**src/rtl/tx_ring_pkg.sv**
```systemverilog
package tx_ring_pkg;
  localparam int IDX_W = 15;
  localparam int NCOLL_W = 5;

  typedef struct packed {
    logic               ok;
    logic               lcrs;
    logic               ow;
    logic               txu;
    logic               ecoll;
    logic [NCOLL_W-1:0] ncoll;
  } tx_result_t;

  typedef enum logic [2:0] {
    S_IDLE,
    S_LOAD,
    S_KICK,
    S_WAIT,
    S_STAT
  } ring_state_t;

  // Status layout: 31 done, 30 good, 29 abort, 28 carrier, 26 window,
  // 25 underrun, 24 excess, 20:16 collisions, 14:0 echoed index.
  function automatic logic [31:0] pack_status(input logic aborted,
                                              input logic [IDX_W-1:0] idx,
                                              input tx_result_t r);
    logic [31:0] w;
    w = '0;
    w[31] = 1'b1;
    w[29] = aborted;
    w[14:0] = idx;
    if (!aborted) begin
      w[30] = r.ok;
      w[28] = r.lcrs;
      w[26] = r.ow;
      w[25] = r.txu;
      w[24] = r.ecoll;
      w[20:16] = r.ncoll;
    end
    return w;
  endfunction
endpackage

```
**src/rtl/tx_pend_ctr.sv**
```systemverilog
module tx_pend_ctr #(
  parameter int RING_ENTRIES = 8,
  localparam int CNT_W = $clog2(RING_ENTRIES + 1),
  localparam int SUM_W = CNT_W + 2
) (
  input  logic             clk,
  input  logic             rst_n,
  input  logic             enq_we,
  input  logic [CNT_W-1:0] enq_cnt,
  input  logic             dec,
  output logic [CNT_W-1:0] pending,
  output logic             ovf_err
);
  logic [CNT_W-1:0] pend_d;
  logic             err_d;
  logic [SUM_W-1:0] sum;

  always_comb begin
    sum = SUM_W'(pending) + (enq_we ? SUM_W'(enq_cnt) : '0) - SUM_W'(dec);
    err_d = ovf_err;
    if (sum > SUM_W'(RING_ENTRIES)) begin
      pend_d = CNT_W'(RING_ENTRIES);
      err_d = 1'b1;
    end else begin
      pend_d = sum[CNT_W-1:0];
    end
  end

  always_ff @(posedge clk or negedge rst_n) begin
    if (!rst_n) begin
      pending <= '0;
      ovf_err <= 1'b0;
    end else begin
      pending <= pend_d;
      ovf_err <= err_d;
    end
  end
endmodule

```
**src/rtl/tx_irq_reg.sv**
```systemverilog
module tx_irq_reg (
  input  logic clk,
  input  logic rst_n,
  input  logic set,
  input  logic clr,
  input  logic en,
  output logic irq
);
  logic sts_q, sts_d;

  always_comb begin
    sts_d = sts_q;
    if (clr) sts_d = 1'b0;
    if (set) sts_d = 1'b1;
  end

  always_ff @(posedge clk or negedge rst_n) begin
    if (!rst_n) sts_q <= 1'b0;
    else        sts_q <= sts_d;
  end

  assign irq = sts_q & en;
endmodule

```
**src/rtl/tx_ring_fsm.sv**
```systemverilog
module tx_ring_fsm
  import tx_ring_pkg::*;
#(
  parameter int RING_ENTRIES = 8,
  localparam int PTR_W = $clog2(RING_ENTRIES)
) (
  input  logic             clk,
  input  logic             rst_n,
  input  logic             go,
  output logic             desc_rd,
  output logic [PTR_W-1:0] desc_addr,
  input  logic [31:0]      desc_rdata_addr,
  input  logic [31:0]      desc_rdata_ctl,
  output logic             core_start,
  output logic [31:0]      core_buf_addr,
  output logic [11:0]      core_len,
  output logic             core_eof,
  input  logic             core_done,
  input  tx_result_t       core_res,
  output logic             st_we,
  output logic [PTR_W-1:0] st_addr,
  output logic [31:0]      st_wdata
);
  ring_state_t      state_q, state_d;
  logic [PTR_W-1:0] ptr_q, ptr_d;
  logic [31:0]      addr_q;
  logic [11:0]      len_q;
  logic             eof_q, abort_q;
  logic [IDX_W-1:0] idx_q;
  tx_result_t       res_q;
  logic             load_en, res_en;
  logic             unused_ctl_bits;

  assign unused_ctl_bits = ^desc_rdata_ctl[14:12];

  always_comb begin
    state_d = state_q;
    ptr_d   = ptr_q;
    load_en = 1'b0;
    res_en  = 1'b0;
    unique case (state_q)
      S_IDLE: if (go) state_d = S_LOAD;
      S_LOAD: begin
        load_en = 1'b1;
        state_d = desc_rdata_ctl[15] ? S_STAT : S_KICK;
      end
      S_KICK: state_d = S_WAIT;
      S_WAIT: if (core_done) begin
        res_en  = 1'b1;
        state_d = S_STAT;
      end
      S_STAT: begin
        ptr_d   = ptr_q + PTR_W'(1);
        state_d = S_IDLE;
      end
      default: state_d = S_IDLE;
    endcase
  end

  always_ff @(posedge clk or negedge rst_n) begin
    if (!rst_n) begin
      state_q <= S_IDLE;
      ptr_q   <= '0;
    end else begin
      state_q <= state_d;
      ptr_q   <= ptr_d;
    end
  end

  always_ff @(posedge clk or negedge rst_n) begin
    if (!rst_n) begin
      addr_q  <= '0;
      len_q   <= '0;
      eof_q   <= 1'b0;
      abort_q <= 1'b0;
      idx_q   <= '0;
    end else if (load_en) begin
      addr_q  <= desc_rdata_addr;
      len_q   <= desc_rdata_ctl[11:0];
      eof_q   <= desc_rdata_ctl[31];
      abort_q <= desc_rdata_ctl[15];
      idx_q   <= desc_rdata_ctl[30:16];
    end
  end

  always_ff @(posedge clk or negedge rst_n) begin
    if (!rst_n)      res_q <= '0;
    else if (res_en) res_q <= core_res;
  end

  assign desc_rd       = (state_q == S_IDLE) && go;
  assign desc_addr     = ptr_q;
  assign core_start    = (state_q == S_KICK);
  assign core_buf_addr = addr_q;
  assign core_len      = len_q;
  assign core_eof      = eof_q;
  assign st_we         = (state_q == S_STAT);
  assign st_addr       = ptr_q;
  assign st_wdata      = pack_status(abort_q, idx_q, res_q);
endmodule

```
**src/rtl/tx_ring_engine.sv**
```systemverilog
module tx_ring_engine
  import tx_ring_pkg::*;
#(
  parameter int RING_ENTRIES = 8,
  localparam int PTR_W = $clog2(RING_ENTRIES),
  localparam int CNT_W = $clog2(RING_ENTRIES + 1)
) (
  input  logic             clk,
  input  logic             rst_n,
  input  logic             tx_en,
  input  logic             dma_en,
  input  logic             enq_we,
  input  logic [CNT_W-1:0] enq_cnt,
  output logic             desc_rd,
  output logic [PTR_W-1:0] desc_addr,
  input  logic [31:0]      desc_rdata_addr,
  input  logic [31:0]      desc_rdata_ctl,
  output logic             core_start,
  output logic [31:0]      core_buf_addr,
  output logic [11:0]      core_len,
  output logic             core_eof,
  input  logic             core_done,
  input  logic             core_ok,
  input  logic             core_lcrs,
  input  logic             core_ow,
  input  logic             core_txu,
  input  logic             core_ecoll,
  input  logic [4:0]       core_ncoll,
  output logic             st_we,
  output logic [PTR_W-1:0] st_addr,
  output logic [31:0]      st_wdata,
  input  logic             irq_en,
  input  logic             irq_clr,
  output logic             irq,
  output logic [CNT_W-1:0] pending,
  output logic             ovf_err
);
  tx_result_t res;
  logic       go;

  assign res = '{ok: core_ok, lcrs: core_lcrs, ow: core_ow, txu: core_txu,
                 ecoll: core_ecoll, ncoll: core_ncoll};
  assign go = tx_en && dma_en && (pending != '0);

  tx_pend_ctr #(.RING_ENTRIES(RING_ENTRIES)) u_ctr (
    .clk(clk), .rst_n(rst_n), .enq_we(enq_we), .enq_cnt(enq_cnt),
    .dec(st_we), .pending(pending), .ovf_err(ovf_err)
  );

  tx_ring_fsm #(.RING_ENTRIES(RING_ENTRIES)) u_fsm (
    .clk(clk), .rst_n(rst_n), .go(go),
    .desc_rd(desc_rd), .desc_addr(desc_addr),
    .desc_rdata_addr(desc_rdata_addr), .desc_rdata_ctl(desc_rdata_ctl),
    .core_start(core_start), .core_buf_addr(core_buf_addr),
    .core_len(core_len), .core_eof(core_eof),
    .core_done(core_done), .core_res(res),
    .st_we(st_we), .st_addr(st_addr), .st_wdata(st_wdata)
  );

  tx_irq_reg u_irq (
    .clk(clk), .rst_n(rst_n), .set(st_we), .clr(irq_clr),
    .en(irq_en), .irq(irq)
  );
endmodule

```
**config.mk**
```make
export PLATFORM = sky130hd
export DESIGN_NAME = tx_ring_engine
export DESIGN_NICKNAME = d
export VERILOG_FILES = /design/src/rtl/tx_ring_pkg.sv /design/src/rtl/tx_pend_ctr.sv /design/src/rtl/tx_irq_reg.sv /design/src/rtl/tx_ring_fsm.sv /design/src/rtl/tx_ring_engine.sv
export SDC_FILE = /design/constraint.sdc
export NUM_CORES = 1
export LEC_CHECK = 0
export ABC_AREA = 1
export ABC_CLOCK_PERIOD_IN_PS = 6200
export BUFFER_PORTS_ARGS = -buffer_cell sky130_fd_sc_hd__buf_2
export CAP_MARGIN = 15
export CORE_MARGIN = 1
export CORE_UTILIZATION = 40
export CTS_CLUSTER_DIAMETER = 120
export CTS_CLUSTER_SIZE = 8
export DETAILED_ROUTE_END_ITERATION = 16
export PLACE_DENSITY = 0.7
export SLEW_MARGIN = 0
export SYNTH_ARGS = -nofsm -noshare
export SYNTH_HDL_FRONTEND = slang
export SYNTH_SLANG_ARGS = --single-unit
```
**constraint.sdc**
```tcl
create_clock -name clk -period 6.2 [get_ports clk]
set_clock_uncertainty 0.1 [all_clocks]
set_input_delay 1.24 -clock clk [delete_from_list [all_inputs] [get_ports clk]]
set_output_delay 1.24 -clock clk [all_outputs]
set_load 0.01 [all_outputs]
```
==> metrics.yaml <==
tightest_slew_ns: 1.025
die_y_um: 97.21
max_freq_ghz: 0.3309
viasPerCell: 4.431
crit_path_end_kind: "primary output"
vdd_ir_drop_max_mv: 0.2070
drt_iter0_drc: 73
fin_cells: 708
max_stage_delay_ns: 0.15
routedWlPerCell_um: 11.19
fin_util_pct: 53.38
clock_latency_ns: 0.34
port_buffers: 168
h-tree-depth: 3
cts_setup_buffers: 0
finalCritPeriodShare_pct: 48.74
relSlewSlack_pct: 31.66
grt_pass1_vias: 2902
cts_tree: "done"
gp_congestion: 0.8217
synth_cell_type_count: 22
grt_use_total_pct: 17.38
synth_area_um2: 3626
ioPinCount: 178
antenna_found_initial: 0
die_area_um2: 9450
clkTransAtPathRegs_ns: 0.08
cts_resized: 0
nets: 691
drc: 0
cts_root_buf: "clkbuf_8"
start_kind: "input port"
place_area_um2: 4469
ant_nets: 0
route.vias.total: 3137
start_util_pct: 41.38
grt_pass1_wl_um: 13280
ys_warn_count: 0
crit_fanout: 2
rows: 34
outcome: "finished clean"
placed_cells: 692
clock-sinks: 83
antenna_cells: 0
place_hpwl_um: 5625
grt_max_degree: 84
fin_crit_ns: 3.022
p_leak_nw: 2.859
postCtsHoldBufs: 0
area_delta_synth_final_pct: 29.02
rsz0062_at_grt: "false"
crit_arrival_ns: 1.68
hp-class: "reg -> reg"
worst_slack_ns: 3.178
die_x_um: 97.21
critPathSlowestCell: "buf_2"
numCtsBuffers: 9
dpl_worst_slack_ns: 3.164
setup_viol: 0
hold_viol: 0
design_area_um2: 4678
drt_first_pass_iters: 4
final_common_cell: "nand2_1"
drive_gt1_share_pct: 31.83
cp_common_cell: "buf_2"
syn-mean-instance-area_um2: 8.316
clk_path_buf_depth: 2
coreArea_um2: 8763
ys_seq_area_share_pct: 57.28
cap_violations: 0
grt_overflow: 0
most-common-layout-cells: "207 x nand2_1, 167 x buf_2, 83 x dfrtp_1, 40 x inv_1, 33 x nor2_1"
maxSlewViolCount: 0
path_cells: "buf_2 > nand3_1 > nor3_1 > buf_2"
crit_required_ns: 4.86
critPathKind: "in -> out"
synth_seq_cells: 83
synthesis.instances: 436
tns_ns: 0
totalWireLength_um: 7923
p_per_area_nw_per_um2: 534.4
[cells by family (layout without fill, tap and decap cells)]
| logic type | after synthesis | after routing | synth area share, % |
|---|---|---|---|
| AOI/OAI and AO/OA | 14 | 14 | 1.932 |
| xor gates and xnor gates | 3 | 3 | 0.7248 |
| adders and majority gates | 10 | 10 | 3.658 |
| buffers and inverters | 68 | 228 | 8.799 |
| other | 2 | 6 | 0.2071 |
| and+or+nand+nor | 256 | 256 | 27.40 |
| DFF | 83 | 83 | 57.28 |
[cell usage after synthesis (all sizes together)]
cell type | n | area (um2)
conb | 2 | 7.510
xor2 | 1 | 8.760
nor2 | 35 | 141.4
buf | 24 | 153.9
or2 | 1 | 6.260
nand3 | 9 | 45.04
fa | 1 | 20.02
nand2 | 207 | 777.0
nand4 | 3 | 18.77
dfrtp | 83 | 2077
xnor2 | 2 | 17.52
o21ai | 2 | 10.01
nor3 | 1 | 5.000
ha | 9 | 112.6
clkbuf | 1 | 3.750
inv | 43 | 161.4
a21oi | 12 | 60.06
[report_power, final]
group | internal [W] | switching (W) | leakage, nW | total (W)
clock | 0.000201 | 0.000202 | 0.0995 | 0.000402
combinational | 0.000439 | 0.000716 | 1.75 | 0.00116
sequential | 0.000803 | 0.000139 | 1.01 | 0.000942
total | 0.00144 | 0.00106 | 2.86 | 0.00250
[critical path: cells and delay by family]
kind | cells | cell delay [ns]
buffers and inverters | 2 | 0.22
AND/OR/NAND/NOR | 2 | 0.21
[state kept, by name, indices dropped and copies added, names as in the netlist]
name and cells:
u_fsm.idx_q 15, u_fsm.desc_addr 3, u_fsm.res_q 10, u_irq.sts_q 1, u_fsm.abort_q 1, u_ctr.pending 4, u_fsm.core_len 12, u_ctr.ovf_err 1
u_fsm.state_q 3, u_fsm.core_buf_addr 32, u_fsm.core_eof 1
[final timing paths]
kind                       cells after the start                    from  slack [ns]                     end
max                                            4                   tx_en        3.18                 desc_rd
min                                            2  u_fsm.core_buf_addr[4]        0.37  u_fsm.core_buf_addr[4]
max reg2reg                                   14        u_fsm.state_q[1]        3.66        u_ctr.pending[1]
min reg2reg                                    2  u_fsm.core_buf_addr[4]        0.37  u_fsm.core_buf_addr[4]
max in group asynchronous                      1                   rst_n        4.37          u_fsm.idx_q[3]
min in group asynchronous                      1                   rst_n        0.96       u_fsm.core_len[3]
[layer usage]
| metal | vias to the layer above | GRT usage [%] | routed length [um] |
|---|---|---|---|
| met5 | - | 0 | 0 |
| met4 | 0 | 7.014 | 127 |
| met3 | 11 | 3.741 | 388 |
| met2 | 97 | 28.71 | 3760 |
| met1 | 1424 | 22.29 | 3646 |
| li1 | 1605 | - | - |
[per-stage QoR]
stage | hold slack (ns) | power [W]
after floorplan | 0.3807 | 0.001717
after global placement | 0.3480 | 0.002086
after detailed placement | 0.3538 | 0.002129
after CTS | 0.3772 | 0.002540
after global routing | 0.3904 | 0.002747
final | 0.3677 | 0.002500
[layout make-up]
class                   instances  area [um2]
clock buffers                  10       137.6
clock inverters                 6       71.32
fillers                       891        4085
inverters                      43       161.4
multi-input cells             289        1245
flip-flops and latches         83        2077
well taps                     108       135.1
repair buffers                169       850.8
(Power assumes the default switching activity.)
